**src/rtl/serial_divider_pkg.sv**
```systemverilog
package serial_divider_pkg;
  typedef enum logic [1:0] {
    ST_IDLE = 2'd0,
    ST_RUN  = 2'd1,
    ST_FIX  = 2'd2
  } div_state_e;
endpackage

```
**src/rtl/serial_divider_step.sv**
```systemverilog
// One non-restoring iteration: shift the remainder left, bring in a dividend
// bit, then subtract or add the divisor as the sign flag selects.
module serial_divider_step #(
  parameter int N = 16
) (
  input  logic [N-1:0] h_cur,   // partial remainder, low N bits
  input  logic         pos_cur, // 1: remainder non-negative -> subtract
  input  logic         lbit,    // next dividend bit shifted in
  input  logic [N-1:0] dvs,
  output logic [N-1:0] h_nxt,
  output logic         pos_nxt  // also the new quotient bit
);
  logic [N:0] shifted;
  logic [N:0] res;

  // 2R + bit taken modulo 2^(N+1); the true result lies in [-D, D)
  always_comb begin
    shifted = {h_cur, lbit};
    if (pos_cur) res = shifted - {1'b0, dvs};
    else         res = shifted + {1'b0, dvs};
    h_nxt   = res[N-1:0];
    pos_nxt = ~res[N];
  end
endmodule

```
**src/rtl/serial_divider_ctrl.sv**
```systemverilog
module serial_divider_ctrl
  import serial_divider_pkg::*;
#(
  parameter int N = 16
) (
  input  logic clk,
  input  logic rst,
  input  logic start,
  output logic load_en,
  output logic step_en,
  output logic fix_en,
  output logic busy,
  output logic done
);
  localparam int CW = (N > 2) ? $clog2(N) : 1;
  localparam logic [CW-1:0] LAST = CW'(N - 1);

  div_state_e    st_q;
  logic [CW-1:0] cnt_q;

  assign load_en = (st_q == ST_IDLE) && start;
  assign step_en = (st_q == ST_RUN);
  assign fix_en  = (st_q == ST_FIX);

  always_ff @(posedge clk) begin
    if (rst) begin
      st_q  <= ST_IDLE;
      cnt_q <= '0;
      busy  <= 1'b0;
      done  <= 1'b0;
    end else begin
      case (st_q)
        ST_IDLE: if (start) begin
          st_q  <= ST_RUN;
          cnt_q <= '0;
          busy  <= 1'b1;
          done  <= 1'b0;
        end
        ST_RUN: begin
          cnt_q <= cnt_q + 1'b1;
          if (cnt_q == LAST) st_q <= ST_FIX;
        end
        ST_FIX: begin
          st_q <= ST_IDLE;
          busy <= 1'b0;
          done <= 1'b1;
        end
        default: st_q <= ST_IDLE;
      endcase
    end
  end


  accept_busy_chk: assert property (@(posedge clk) disable iff (rst)
    (start && !busy) |=> busy);

  busy_done_excl_chk: assert property (@(posedge clk) disable iff (rst)
    !(busy && done));

  start_clears_done_chk: assert property (@(posedge clk) disable iff (rst)
    (start && !busy) |=> !done);

  done_hold_chk: assert property (@(posedge clk) disable iff (rst)
    (done && !start) |=> done);

  busy_fall_done_chk: assert property (@(posedge clk) disable iff (rst)
    $fell(busy) |-> done);
endmodule

```
**src/rtl/serial_divider.sv**
```systemverilog
module serial_divider
  import serial_divider_pkg::*;
#(
  parameter int N = 16
) (
  input  logic           clk,
  input  logic           rst,
  input  logic           start,
  input  logic [2*N-1:0] dividend,
  input  logic [N-1:0]   divisor,
  output logic           busy,
  output logic           done,
  output logic           err,
  output logic [N-1:0]   quotient,
  output logic [N-1:0]   remainder
);
  logic [N-1:0] h_q, l_q, d_q;
  logic         pos_q;
  logic [N-1:0] h_nxt;
  logic         pos_nxt;
  logic         load_en, step_en, fix_en;

  serial_divider_ctrl #(.N(N)) u_ctrl (
    .clk(clk), .rst(rst), .start(start),
    .load_en(load_en), .step_en(step_en), .fix_en(fix_en),
    .busy(busy), .done(done)
  );

  serial_divider_step #(.N(N)) u_step (
    .h_cur(h_q), .pos_cur(pos_q), .lbit(l_q[N-1]), .dvs(d_q),
    .h_nxt(h_nxt), .pos_nxt(pos_nxt)
  );

  always_ff @(posedge clk) begin
    if (rst) begin
      h_q   <= '0;
      l_q   <= '0;
      d_q   <= '0;
      pos_q <= 1'b1;
      err   <= 1'b0;
    end else if (load_en) begin
      h_q   <= dividend[2*N-1:N];
      l_q   <= dividend[N-1:0];
      d_q   <= divisor;
      pos_q <= 1'b1;
      err   <= (dividend[2*N-1:N] >= divisor);
    end else if (step_en) begin
      h_q   <= h_nxt;
      pos_q <= pos_nxt;
      l_q   <= {l_q[N-2:0], pos_nxt};
    end else if (fix_en) begin
      if (!pos_q) h_q <= h_q + d_q;
      pos_q <= 1'b1;
    end
  end

  assign quotient  = l_q;
  assign remainder = h_q;


  rem_below_div_chk: assert property (@(posedge clk) disable iff (rst)
    (done && !err) |-> (remainder < d_q));

  result_hold_chk: assert property (@(posedge clk) disable iff (rst)
    (done && !start) |=> ($stable(quotient) && $stable(remainder) && $stable(err)));

  busy_ignore_chk: assert property (@(posedge clk) disable iff (rst)
    (busy && start) |=> $stable(d_q));

  zero_div_err_chk: assert property (@(posedge clk) disable iff (rst)
    (start && !busy && divisor == '0) |=> err);
endmodule

```
**config.mk**
```make
export PLATFORM = sky130hd
export DESIGN_NAME = serial_divider
export DESIGN_NICKNAME = d
export VERILOG_FILES = /design/src/rtl/serial_divider_pkg.sv /design/src/rtl/serial_divider_step.sv /design/src/rtl/serial_divider_ctrl.sv /design/src/rtl/serial_divider.sv
export SDC_FILE = /design/constraint.sdc
export NUM_CORES = 1
export LEC_CHECK = 0
export BUFFER_PORTS_ARGS = -buffer_cell sky130_fd_sc_hd__buf_2
export CAP_MARGIN = 20
export CORE_UTILIZATION = 55
export CTS_CLUSTER_DIAMETER = 80
export DETAILED_ROUTE_END_ITERATION = 10
export GPL_ROUTABILITY_DRIVEN = 0
export PLACE_DENSITY = 0.79
export SLEW_MARGIN = 20
export SYNTH_ARGS = -nofsm -noshare
export SYNTH_HDL_FRONTEND = slang
export SYNTH_HIERARCHICAL = 1
export SYNTH_SLANG_ARGS = --single-unit
```
**constraint.sdc**
```tcl
create_clock -name clk -period 3.95 [get_ports clk]
set_input_delay 0.79 -clock clk [delete_from_list [all_inputs] [get_ports clk]]
set_output_delay 0.79 -clock clk [all_outputs]
set_load 0.01 [all_outputs]
```
---- After elaboration in Yosys (flattened, before gate mapping) ----
Index checks and enable logic that the tools add are counted.
operators by class
  $add $sub $neg .......................... 4
  $lt $le $gt $ge ......................... 1
  eq/ne operators ......................... 6
  muxes and demuxes ....................... 18
  bitwise logic cells ..................... 1
  reductions and logical operators ........ 12
operator list
  operator                                                                count
  16-bit 2-to-1 mux                                                       6
  17-bit by 16-bit adder with 17-bit output                               1
  17-bit 2-to-1 mux                                                       1
  17-bit by 16-bit subtractor with 17-bit output                          1
  16-bit adder                                                            1
  16-bit >= comparator                                                    1
  4-bit one-hot mux with 2 select lines                                   1
  2-bit AND reduction                                                     4
  2-bit nonzero test                                                      4
  4-bit by 1-bit adder with 4-bit output (second input constant)          1
  4-bit equality test (second input constant)                             1
  1-bit 2-to-1 mux                                                        4
  2-bit 2-to-1 mux                                                        2
  4-bit 2-to-1 mux                                                        1
  1-bit one-hot mux with 2 select lines                                   2
  2-bit one-hot mux with 2 select lines                                   1
  3-bit by 1-bit != test with 1-bit output (second input constant)        1
  3-bit nonzero test                                                      1
  2-bit by 1-bit equality test with 1-bit output (second input constant)  1
  2-bit equality test (second input constant)                             1
  2-bit logical NOT                                                       1
  2-bit by 1-bit != test with 1-bit output (second input constant)        1
  2-bit != test (second input constant)                                   1
  2-bit OR reduction                                                      1
  2 further kinds                                                         2
word-level totals
  flip-flop bits (word level) ............. 58
  input bits .............................. 51
  output and inout bits ................... 35
  word-level logic and storage cells ...... 51

---- Depth between registers and ports, before layout ----
Gate-level depths: netlist (run 1).
  word-level depth ........................ 5
  mapped depth ............................ 16
  depth with buffers taken out ............ 16

---- Modules after synthesis ----
The synthesis (run 1) kept the hierarchy.
modules (own cells, without submodules)
  module               times used  cells each  area an instance (µm²)  sequential area each (µm²)
  serial_divider       1           405         3,314.4                 1,001.0
  serial_divider_step  1           152         1,097.3                 0.0
  serial_divider_ctrl  1           38          356.6                   160.2

---- Worst setup path after synthesis (run 1) ----
No wires, ideal clock.
  kind .................................... reg2reg
  start ................................... register d_q[3]
  end ..................................... register h_q[14], in the netlist remainder[14]
  setup time .............................. 0.116 ns
  arrival ................................. 3.021 ns
  required time ........................... 3.834 ns
  setup slack ............................. 0.812 ns
  cell stages (with the launch flop) ...... 16
  path buffers ............................ 1
  clock period less this slack ............ 3.138 ns
  cell sequence ........................... dfxtp_1 > nor3_1 > and3_1 > a31oi_1 > xnor2_1 > ha_1 > buf_6 > a21oi_2 > o21ai_1 > a21o_1 > a221o_1 > a31oi_1 > xnor2_1 > a222oi_1 > nor2_1 > a31o_2
on the way
  elaborated cells between the ends (all ways) .. 8
  those cells by class .................... 3 x add/sub; 5 x mux
RTL lines
  item                                                                                                                line                                                  RTL
  start, declared                                                                                                     serial_divider.sv:17                                  logic [N-1:0] h_q, l_q, d_q;
  start signal, assigned                                                                                              serial_divider.sv:44                                  d_q <= divisor;
  17-bit by 16-bit adder with 17-bit output / 17-bit by 16-bit subtractor with 17-bit output (equally long branches)  serial_divider_step.sv:20, serial_divider_step.sv:19
  17-bit 2-to-1 mux *                                                                                                 serial_divider_step.sv:19                             if (pos_cur) res = shifted - {1'b0, dvs};
  via h_nxt[14]                                                                                                       serial_divider.sv:19                                  logic [N-1:0] h_nxt;
  16-bit 2-to-1 mux *                                                                                                 serial_divider.sv:47                                  end else if (step_en) begin
  16-bit 2-to-1 mux *                                                                                                 serial_divider.sv:41                                  end else if (load_en) begin
  end signal, assigned                                                                                                serial_divider.sv:42                                  h_q <= dividend[2*N-1:N];
  end signal, assigned                                                                                                serial_divider.sv:48                                  h_q <= h_nxt;
  end signal, assigned                                                                                                serial_divider.sv:52                                  if (!pos_q) h_q <= h_q + d_q;
  end, declared                                                                                                       serial_divider.sv:17
The timed path passes the listed nets; every way through them passes the cells marked *. The select of a mux whose other input is x is not followed.
A chain may end at the register's enable or synchronous reset.

---- Final worst setup path (run 1) ----
Same ends and word-level chain as after synthesis.

==> summary.log, run 1 <==
[outcome] status finished, final reports clean
[power_and_ir_drop] share of power burned in the clock network 27.6%
[global_route] All-Layer GR Usage 31.0%
[sta] setup violators final 0
[place] HPWL after detailed placement 10100 um
[synthesis] synthesized flop and latch total 58
[worst_setup_path] r2r worst-path depth 14
[sta] setup ws final 400 ps
[worst_setup_path] worst path required time 4190 ps
[finish] layout filler cell count 684
[floorplanning] DIE AREA 9050 um^2
[floorplanning] total core area 8300 um^2
[route] number of detailed-route iterations in the first pass 5
[worst_setup_path] category of the worst setup path capture point flop
[worst_setup_path] delay contributed by the slowest stage of the critical path 410 ps
[finish] Non-Filler Cell Area, Final 5490 um^2
[finish] multi-input gate area in the final layout 3370 um^2
[worst_setup_path] setup slack, reg-to-reg 400 ps
[worst_setup_path] timing startpoint of the critical path d_q[3]
[floorplanning] chip height 95.1 um
[worst_setup_path] slowest CP cell sky130_fd_sc_hd__a221o_1
[worst_setup_path] Critical Path, Cell by Cell nor3_1, and3_1, a31oi_1, xnor2_1, ha_1, a21oi_2, o21ai_1, a21o_1, a221o_1, a31oi_1, xnor2_1, a222oi_1, nor2_1, a31o_2
[power_and_ir_drop] share of power burned in combinational logic 42.3%
[global_route] maximum number of pins on one net before global-route repair 44
[clock_tree] number of clock buffers inserted by TritonCTS 9
[sta] shortest clock period the worst path allows after layout 3550 ps
[power_and_ir_drop] switching share of total power 38.1%
[worst_setup_path] largest fanout on the critical path 7
[power_and_ir_drop] total power density per cell area 430 nW/um^2
[clock_tree] buffers from clock root to sink, at most 2
[sta] Max-Slew Margin vs Limit 55.5%
[clock_tree] Root Driver sky130_fd_sc_hd__clkbuf_8
[finish] Seq. cell area 1160 um^2
[worst_setup_path] kind of critical path reg2reg
[synthesis] sequential cell area fraction in the yosys report 24.4%
[floorplanning] row count 33
[synthesis] largest area contributor in the synthesized netlist sky130_fd_sc_hd__dfxtp_1
[clock_tree] deepest level of the CTS H-tree 3
[sta] RSZ-0062 raised after global routing false
[synthesis] number of warning messages in the yosys log 6
[sta] pins over their slew limit 0
[route] via density per instance 6.19
[clock_tree] setup bufs post-CTS 0
[worst_setup_path] reg2reg start d_q[3]
[power_and_ir_drop] Switch Pwr 0.900 mW
[flow_run] number of maximum-capacitance violations 0
[sta] worst setup skew after layout 8.79 ps
[global_route] number of global-route vias before repair 4424
[worst_setup_path] timing endpoint of the critical path remainder[14]
[finish] fin nets 775
[floorplanning] die extent in x 95.1 um
[route] Total Routed Length 13300 um
[sta] fmax 0.282 GHz
[clock_tree] TritonCTS clock tree built
[clock_tree] number of clock sinks seen by CTS 58
[synthesis] synthesized instance count 595
[sta] slew at the pin closest to its max-slew limit 663 ps
[global_route] overall overflow remaining after global route 0
[synthesis] Synth Net Count 697
[finish] area growth from synthesis to final layout 15.2%
[global_route] number of antenna violations at the first check in global routing 0
[finish] diodes inserted 0
[route] final antenna-violating net count 0
[worst_hold_path] Worst Hold Class reg2reg
[worst_setup_path] startpoint types flop
[synthesis] number of enable flip-flop cells after synthesis 0
[sta] number of hold violations in the final report 0
[route] post-DR wirelength/cell 17.0 um
[place] post-detailed-placement cell area 5270 um^2
[synthesis] post-synthesis instance area 4770 um^2
[global_route] wire length of the first global-routing pass 21600 um
[finish] layout cells sized above 1 17.7%
[synthesis] leading post-synthesis cells by cell area sky130_fd_sc_hd__dfxtp_1 24%, sky130_fd_sc_hd__ha_1 13%, sky130_fd_sc_hd__mux2i_1 7.8%, sky130_fd_sc_hd__nor2_1 6.7%, sky130_fd_sc_hd__a21oi_1 6.0%
[route] DRC violations left 0
[synthesis] Unique masters post-synth 67
[finish] top library cells by usage in the layout, fill and taps aside 85 x sky130_fd_sc_hd__nor2_1, 85 x sky130_fd_sc_hd__buf_2, 58 x sky130_fd_sc_hd__dfxtp_1, 57 x sky130_fd_sc_hd__a21oi_1, 49 x sky130_fd_sc_hd__ha_1
[place] setup slack at placement 495 ps
[power_and_ir_drop] leakage power figure 2.56 nW
[clock_tree] number of gates resized after CTS 0
[route] overall via count from detail_route 4839
[power_and_ir_drop] Reg power frac 30.0%
[sta] aggregate negative setup slack 0 ps
[clock_tree] Clk pin slew, worst setup/hold paths 80 ps
[clock_tree] cts-stage hold buffer count 0
[synthesis] proportion of register bits with asynchronous set or reset after synthesis 0%
[sta] fraction of the cycle the final worst path needs 89.9%
[synthesis] dominant synthesized flop cell sky130_fd_sc_hd__dfxtp_1
[clock_tree] clock latency at the later pin of the worst-skew pair 350 ps
[sta] WHS 466 ps
[place] count of buffers inserted at the top-level ports 85
[route] number of DRC markers after the initial detailed-route iteration 535
[power_and_ir_drop] Worst VDD drop 0.204 mV
[floorplanning] total I/O pin count 86
[worst_setup_path] capture instance of the worst register-to-register path remainder[14]
[synthesis] top-area cell type share of the netlist area 24.4%
[power_and_ir_drop] Internal Dissipation 1.46 mW
[floorplanning] initial core utilization 57.5%
[synthesis] Avg Inst Size Synth 8.01 um^2
[worst_setup_path] Arr. time, crit path 3790 ps
[Yosys cell counts, types with 3 or more instances]
cell type                   instances
sky130_fd_sc_hd__a311oi_1           4
sky130_fd_sc_hd__dfxtp_1           58
sky130_fd_sc_hd__a21o_1            20
sky130_fd_sc_hd__o211ai_1           9
sky130_fd_sc_hd__nand3_1            9
sky130_fd_sc_hd__o2111ai_1          5
sky130_fd_sc_hd__clkbuf_1          13
sky130_fd_sc_hd__and2_1             3
sky130_fd_sc_hd__mux2i_1           37
sky130_fd_sc_hd__nand2_1           34
sky130_fd_sc_hd__buf_1              4
sky130_fd_sc_hd__a211oi_1           8
sky130_fd_sc_hd__o21a_1             4
sky130_fd_sc_hd__and3_1             4
sky130_fd_sc_hd__inv_1             34
sky130_fd_sc_hd__a21oi_1           57
sky130_fd_sc_hd__ha_1              49
sky130_fd_sc_hd__o22ai_1            6
sky130_fd_sc_hd__nor2_1            85
sky130_fd_sc_hd__nand2b_1           4
sky130_fd_sc_hd__o21bai_1           5
sky130_fd_sc_hd__xor2_1             5
sky130_fd_sc_hd__nor2b_1            4
sky130_fd_sc_hd__a2111oi_0          3
sky130_fd_sc_hd__nor4_1             3
sky130_fd_sc_hd__buf_2              5
sky130_fd_sc_hd__nor3_1            11
sky130_fd_sc_hd__xnor2_1           29
sky130_fd_sc_hd__o21ai_0           18
sky130_fd_sc_hd__a31oi_1           10
sky130_fd_sc_hd__a222oi_1           5
sky130_fd_sc_hd__nand4_1            7
sky130_fd_sc_hd__or3_1              3
[layer usage]
metal / global-route usage (%) / vias up / routed length [um]
met5: 0 / - / 0
met1: 40.3 / 2191 / 5630
met3: 9.57 / 47 / 1400
met2: 47.2 / 275 / 5830
met4: 13.3 / 0 / 427
li1: - / 2326 / -
[critical path: cells and delay by family, from the launching register on]
family | cells | cell delay [ps]
AOI/OAI and AO/OA | 8 | 1760
adders and majority gates | 1 | 390
and+or+nand+nor | 3 | 660
xor gates and xnor gates | 2 | 270
DFF | 1 | 360
[how the worst min path moves through the flow]
| stage | to | slack (ps) | depth (start not counted) | from |
|---|---|---|---|---|
| final | u_ctrl/busy | 470 | 2 | u_ctrl/busy |
| after global placement | u_ctrl/busy | 440 | 2 | u_ctrl/busy |
| after CTS | u_ctrl/busy | 460 | 2 | u_ctrl/busy |
| after floorplan | u_ctrl/st_q[1] | 460 | 2 | u_ctrl/cnt_q[3] |
| after global routing | u_ctrl/busy | 500 | 2 | u_ctrl/busy |
| after detailed placement | u_ctrl/busy | 450 | 2 | u_ctrl/busy |
[kinds of logic after synthesis]
family                   share of synthesized area [%]
AO/OA/AOI/OAI                                     25.0
adder cells (fa/ha/maj)                           13.7
flip-flops                                        24.4
XOR/XNOR                                          6.24
multiplexers                                      8.08
AND/OR/NAND/NOR                                   17.6
buffers and inverters                             5.09
[area by class of cell]
| class | instances | area share, % |
|---|---|---|
| clock buffers | 11 | 2.76 |
| clock inverters | 4 | 1.37 |
| inverters | 35 | 2.39 |
| multi-input cells | 478 | 61.4 |
| flip-flops and latches | 58 | 21.1 |
| well taps | 105 | 2.39 |
| repair buffers | 91 | 8.57 |
[metrics by stage]
step           power (mW)  utilization [%]  instances
6_report             2.36             66.2        782
5_1_grt              2.51             66.2        782
4_1_cts              2.35             66.2        782
3_5_place_dp         1.69             63.4        767
3_3_place_gp         1.67             63.4        767
2_1_floorplan        1.46                -        595
[power by group through the flow]
| stage | registers, mW | logic, mW | clock network [mW] |
|---|---|---|---|
| after global routing | 0.718 | 1.11 | 0.688 |
| after detailed placement | 0.719 | 0.970 | 0 |
| final | 0.709 | 1.00 | 0.653 |
| after CTS | 0.707 | 0.978 | 0.662 |
| after floorplan | 0.717 | 0.747 | 0 |
| after global placement | 0.719 | 0.948 | 0 |
[flip-flops by register name, indices dropped and copies added (netlist names), 2 cells and up]
signal	cells
u_ctrl/st_q	2
d_q	16
quotient	16
u_ctrl/cnt_q	4
remainder	16
No activity file was read; power rests on OpenSTA's default activity.
==> run 2: changes to the inputs <==
--- a/config.mk
+++ b/config.mk
@@ -12,8 +12,10 @@
 export DETAILED_ROUTE_END_ITERATION = 10
 export GPL_ROUTABILITY_DRIVEN = 0
 export PLACE_DENSITY = 0.79
+export REMOVE_ABC_BUFFERS = 1
 export SLEW_MARGIN = 20
 export SYNTH_ARGS = -nofsm -noshare
 export SYNTH_HDL_FRONTEND = slang
 export SYNTH_HIERARCHICAL = 1
 export SYNTH_SLANG_ARGS = --single-unit
+export TNS_END_PERCENT = 100
==> summary.log, run 2 (same netlist as run 1, synthesis figures left out) <==
[power_and_ir_drop] overall power consumption 2.22 mW
[global_route] number of global-route vias before repair 4572
[finish] layout filler cell count 735
[place] DP Cell Count 765
[floorplanning] DIE AREA 9050 um^2
[power_and_ir_drop] Internal Dissipation 1.32 mW
[worst_setup_path] slowest CP cell sky130_fd_sc_hd__a221o_1
[finish] fin nets 773
[route] DRC violations left 0
[sta] fraction of the cycle the final worst path needs 89.7%
[flow_run] number of maximum-capacitance violations 0
[route] number of detailed-route iterations in the first pass 7
[worst_setup_path] delay contributed by the slowest stage of the critical path 400 ps
[sta] number of hold violations in the final report 0
[route] number of DRC markers after the initial detailed-route iteration 448
[floorplanning] die extent in x 95.1 um
[power_and_ir_drop] share of power burned in the clock network 22.5%
[power_and_ir_drop] total power density per cell area 409 nW/um^2
[place] count of buffers inserted at the top-level ports 85
[power_and_ir_drop] leakage power figure 2.52 nW
[finish] Non-Filler Cell Area, Final 5420 um^2
[worst_setup_path] startpoint types flop
[clock_tree] number of clock sinks seen by CTS 58
[sta] pins over their slew limit 0
[route] final antenna-violating net count 0
[sta] Max-Slew Margin vs Limit 51.3%
[route] overall via count from detail_route 4901
[finish] layout cells sized above 1 17.5%
[floorplanning] row count 33
[sta] RSZ-0062 raised after global routing false
[sta] aggregate negative setup slack 0 ps
[global_route] number of antenna violations at the first check in global routing 0
[worst_setup_path] Critical Path, Cell by Cell nor3_1, and3_1, a21oi_1, xnor2_1, ha_1, a21oi_1, o21ai_1, a21o_1, a221o_1, a31oi_1, xnor2_1, a222oi_1, nor2_1, a31o_2
[finish] final core area utilization 65.3%
[route] Total Routed Length 13500 um
[global_route] All-Layer GR Usage 31.3%
[sta] setup violators final 0
[worst_hold_path] Worst Hold Class reg2reg
[sta] worst setup skew after layout 8.31 ps
[place] post-detailed-placement cell area 5250 um^2
[clock_tree] setup bufs post-CTS 0
[place] HPWL after detailed placement 10200 um
[power_and_ir_drop] switching share of total power 40.5%
[power_and_ir_drop] Switch Pwr 0.898 mW
[global_route] overall overflow remaining after global route 0
[sta] shortest clock period the worst path allows after layout 3540 ps
[worst_setup_path] worst path required time 4200 ps
[route] post-DR wirelength/cell 17.2 um
[floorplanning] total core area 8300 um^2
[clock_tree] number of gates resized after CTS 0
[clock_tree] number of clock buffers inserted by TritonCTS 9
[clock_tree] deepest level of the CTS H-tree 3
[floorplanning] initial core utilization 57.5%
[finish] area growth from synthesis to final layout 13.7%
[global_route] wire length of the first global-routing pass 21800 um
[clock_tree] Root Driver sky130_fd_sc_hd__clkbuf_8
[finish] top library cells by usage in the layout, fill and taps aside 85 x sky130_fd_sc_hd__nor2_1, 85 x sky130_fd_sc_hd__buf_2, 58 x sky130_fd_sc_hd__dfxtp_1, 57 x sky130_fd_sc_hd__a21oi_1, 49 x sky130_fd_sc_hd__ha_1
[route] via density per instance 6.28
[sta] slew at the pin closest to its max-slew limit 723 ps
[worst_setup_path] Arr. time, crit path 3790 ps
[clock_tree] cts-stage hold buffer count 0
[clock_tree] Clk pin slew, worst setup/hold paths 70 ps
[sta] fmax 0.282 GHz
[global_route] maximum number of pins on one net before global-route repair 48
[clock_tree] buffers from clock root to sink, at most 2
[power_and_ir_drop] Reg power frac 32.2%
[power_and_ir_drop] share of power burned in combinational logic 45.3%
[clock_tree] TritonCTS clock tree built
[power_and_ir_drop] Worst VDD drop 0.212 mV
[worst_setup_path] kind of critical path reg2reg
[clock_tree] clock latency at the later pin of the worst-skew pair 350 ps
[floorplanning] total I/O pin count 86
[floorplanning] chip height 95.1 um
[finish] diodes inserted 0
[outcome] status finished, final reports clean
[worst_setup_path] category of the worst setup path capture point flop
[worst_setup_path] largest fanout on the critical path 6
[finish] Final Non-Filler Cells 781
run 2: cell count changes in the layout (fill, tap and decap cells not counted), sizes merged:
cell,delta
buf,-2
bufinv,-2
clkinv,+3
run 2: cell type report:
type                    instances  area (um^2)  share of cell area, %
inverters                      35          131                   2.42
multi-input cells             478         3370                   62.2
clock inverters                 5         30.0                  0.554
flip-flops and latches         58         1160                   21.4
well taps                     105          131                   2.42
repair buffers                 89          455                   8.40
clock buffers                  11          141                   2.61
run 2: routing by layer:
metal | wire length [um] | vias to the layer above | GRT usage, %
met3 | 1090 | 43 | 5.50
met1 | 5960 | 2281 | 41.1
met4 | 400 | 0 | 15.9
li1 | - | 2336 | -
met5 | 0 | - | 0
met2 | 6000 | 241 | 48.8
run 2: power groups by stage:
stage               Sequential [mW]  Combinational [mW]  Clock [mW]
finish                        0.713                1.00       0.499
floorplan                     0.720               0.725           0
CTS                           0.710               0.981       0.505
detailed placement            0.723               0.971           0
global placement              0.720               0.945           0
global route                  0.721                1.10       0.529
run 2: final timing paths:
| kind | slack [ps] | endpoint | depth (start not counted) | start |
|---|---|---|---|---|
| max | 410 | remainder[14] | 14 | d_q[3] |
| min | 470 | u_ctrl/busy | 2 | u_ctrl/busy |
| max reg2reg | 410 | remainder[14] | 14 | d_q[3] |
| min reg2reg | 470 | u_ctrl/busy | 2 | u_ctrl/busy |
run 2: metrics by stage:
stage	worst slack, ps	hold slack (ps)
after floorplan	-902	459
after CTS	483	477
after global routing	263	484
after detailed placement	488	458
after global placement	561	445
final	409	474
run 2: critical path: cells and delay by family (launching register included):
kind | cells | cell delay (ps)
AO/OA/AOI/OAI | 8 | 1770
adder cells (fa/ha/maj) | 1 | 370
AND/OR/NAND/NOR | 3 | 670
XOR/XNOR | 2 | 260
flip-flops | 1 | 360
==> run 3: changes to the inputs <==
--- a/config.mk
+++ b/config.mk
@@ -12,6 +12,7 @@
 export DETAILED_ROUTE_END_ITERATION = 10
 export GPL_ROUTABILITY_DRIVEN = 0
 export PLACE_DENSITY = 0.79
+export RECOVER_POWER = 100
 export REMOVE_ABC_BUFFERS = 1
 export SLEW_MARGIN = 20
 export SYNTH_ARGS = -nofsm -noshare
==> summary.log, run 3 (same netlist as run 1, synthesis figures left out) <==
[power_and_ir_drop] share of power burned in the clock network 22.7%
[finish] Final Non-Filler Cells 781
[sta] fmax 0.275 GHz
[clock_tree] TritonCTS clock tree built
[floorplanning] row count 33
[finish] fin nets 773
[route] via density per instance 6.23
[clock_tree] setup bufs post-CTS 0
[worst_setup_path] Critical Path, Cell by Cell nor3_1, and3_1, a31oi_1, xnor2_1, ha_1, a21oi_1, o21ai_0, a21o_1, a221o_1, a221oi_2, xnor2_1, mux2i_1, nor2_1, a21oi_1, nor2_1
[power_and_ir_drop] Worst VDD drop 0.212 mV
[clock_tree] Root Driver sky130_fd_sc_hd__clkbuf_8
[power_and_ir_drop] share of power burned in combinational logic 44.9%
[power_and_ir_drop] Internal Dissipation 1.31 mW
[sta] Max-Slew Margin vs Limit -32.8%
[worst_hold_path] Worst Hold Class reg2reg
[route] DRC violations left 0
[worst_setup_path] capture instance of the worst register-to-register path quotient[0]
[outcome] violations in the final reports max-capacitance violations, max-slew violations
[global_route] number of antenna violations at the first check in global routing 0
[floorplanning] chip height 95.1 um
[clock_tree] deepest level of the CTS H-tree 3
[worst_setup_path] slowest CP cell sky130_fd_sc_hd__a221o_1
[power_and_ir_drop] leakage power figure 2.37 nW
[clock_tree] number of clock sinks seen by CTS 58
[clock_tree] cts-stage hold buffer count 0
[global_route] number of global-route vias before repair 4572
[clock_tree] Clk pin slew, worst setup/hold paths 70 ps
[place] HPWL after detailed placement 10200 um
[floorplanning] total I/O pin count 86
[clock_tree] buffers from clock root to sink, at most 2
[worst_setup_path] reg2reg start d_q[3]
[worst_setup_path] largest fanout on the critical path 7
[sta] number of hold violations in the final report 0
[sta] shortest clock period the worst path allows after layout 3630 ps
[sta] worst setup skew after layout 7.71 ps
[worst_setup_path] r2r worst-path depth 15
[finish] commonest non-fill, non-tap cell in the layout sky130_fd_sc_hd__nor2_1
[flow_run] number of maximum-capacitance violations 3
[route] post-DR wirelength/cell 17.2 um
[sta] aggregate negative setup slack 0 ps
[worst_setup_path] worst path required time 4140 ps
[worst_setup_path] Arr. time, crit path 3830 ps
[power_and_ir_drop] switching share of total power 40.7%
[power_and_ir_drop] overall power consumption 2.20 mW
[global_route] overall overflow remaining after global route 0
[route] number of detailed-route iterations in the first pass 6
[worst_setup_path] timing endpoint of the critical path quotient[0]
[finish] area growth from synthesis to final layout 12.2%
[worst_setup_path] delay contributed by the slowest stage of the critical path 400 ps
[worst_setup_path] setup slack, reg-to-reg 320 ps
[place] DP Cell Count 765
[global_route] All-Layer GR Usage 31.3%
[global_route] wire length of the first global-routing pass 21800 um
[sta] RSZ-0062 raised after global routing false
[outcome] status finished, violations left
[finish] layout filler cell count 767
[sta] fraction of the cycle the final worst path needs 92.0%
[finish] diodes inserted 0
[clock_tree] number of gates resized after CTS 0
[route] final antenna-violating net count 0
[global_route] maximum number of pins on one net before global-route repair 48
[floorplanning] total core area 8300 um^2
[floorplanning] die extent in x 95.1 um
[power_and_ir_drop] Reg power frac 32.4%
[worst_setup_path] timing startpoint of the critical path d_q[3]
[floorplanning] initial core utilization 57.5%
[worst_setup_path] kind of critical path reg2reg
[floorplanning] DIE AREA 9050 um^2
[route] Total Routed Length 13400 um
[route] overall via count from detail_route 4868
[finish] top library cells by usage in the layout, fill and taps aside 85 x sky130_fd_sc_hd__nor2_1, 58 x sky130_fd_sc_hd__a21oi_1, 58 x sky130_fd_sc_hd__dfxtp_1, 49 x sky130_fd_sc_hd__ha_1, 49 x sky130_fd_sc_hd__buf_2
[clock_tree] number of clock buffers inserted by TritonCTS 9
[worst_setup_path] startpoint types flop
[sta] setup violators final 0
[sta] slew at the pin closest to its max-slew limit 1990 ps
[power_and_ir_drop] Switch Pwr 0.896 mW
[power_and_ir_drop] total power density per cell area 412 nW/um^2
[worst_setup_path] category of the worst setup path capture point flop
[clock_tree] clock latency at the later pin of the worst-skew pair 360 ps
[sta] pins over their slew limit 114
[route] number of DRC markers after the initial detailed-route iteration 436
[place] count of buffers inserted at the top-level ports 85
[finish] layout cells sized above 1 11.4%
==> run 3: changes by cell type in the layout (fill, tap and decap cells not counted), sizes merged <==
cell / change
buf: -39
clkbuf: +39
==> run 3: per-stage QoR <==
| stage | setup WS, ps | instance area, um^2 | util, % | hold WS [ps] |
|---|---|---|---|---|
| after floorplan | -902 | 4660 | - | 459 |
| after global placement | 561 | 5250 | 63.3 | 445 |
| after detailed placement | 488 | 5250 | 63.3 | 458 |
| after CTS | 483 | 5420 | 65.3 | 477 |
| after global routing | 142 | 5350 | 64.5 | 487 |
| final | 317 | 5350 | 64.5 | 474 |
==> run 3: final cells by class <==
type / count / area, um^2 / share of cell area [%]
clock buffers: 11 / 141 / 2.64
clock inverters: 5 / 30.0 / 0.561
inverters: 35 / 131 / 2.46
multi-input cells: 478 / 3360 / 62.7
flip-flops and latches: 58 / 1160 / 21.7
well taps: 105 / 131 / 2.46
repair buffers: 89 / 399 / 7.46
==> run 3: power by group through the flow <==
stage | Clock [mW] | Combinational, mW | Sequential [mW]
final | 0.499 | 0.990 | 0.714
after global routing | 0.529 | 1.09 | 0.723
after CTS | 0.505 | 0.981 | 0.710
after detailed placement | 0 | 0.971 | 0.723
after global placement | 0 | 0.945 | 0.720
after floorplan | 0 | 0.725 | 0.720
==> run 3: per-layer routing <==
layer / vias to the layer above / track usage [%] / share of wire [%]
li1: 2332 / - / -
met1: 2272 / 41.1 / 45
met2: 226 / 48.8 / 44
met3: 38 / 5.50 / 7.7
met4: 0 / 15.9 / 3.0
met5: - / 0 / 0
==> run 3: how the worst min path moves through the flow <==
| stage | from | end | slack (ps) | cells past startpoint |
|---|---|---|---|---|
| global route | u_ctrl/busy | u_ctrl/busy | 490 | 2 |
| CTS | u_ctrl/busy | u_ctrl/busy | 480 | 2 |
| global placement | u_ctrl/busy | u_ctrl/busy | 450 | 2 |
| finish | u_ctrl/busy | u_ctrl/busy | 470 | 2 |
| detailed placement | u_ctrl/busy | u_ctrl/busy | 460 | 2 |
| floorplan | u_ctrl/cnt_q[3] | u_ctrl/st_q[1] | 460 | 2 |
==> run 3: critical path, delay by kind of cell (launching register included) <==
family	cells	cell delay, ps
AOI/OAI and AO/OA	7	1540
and+or+nand+nor	4	710
adders and majority gates	1	390
DFF	1	350
xor gates and xnor gates	2	290
muxes	1	160
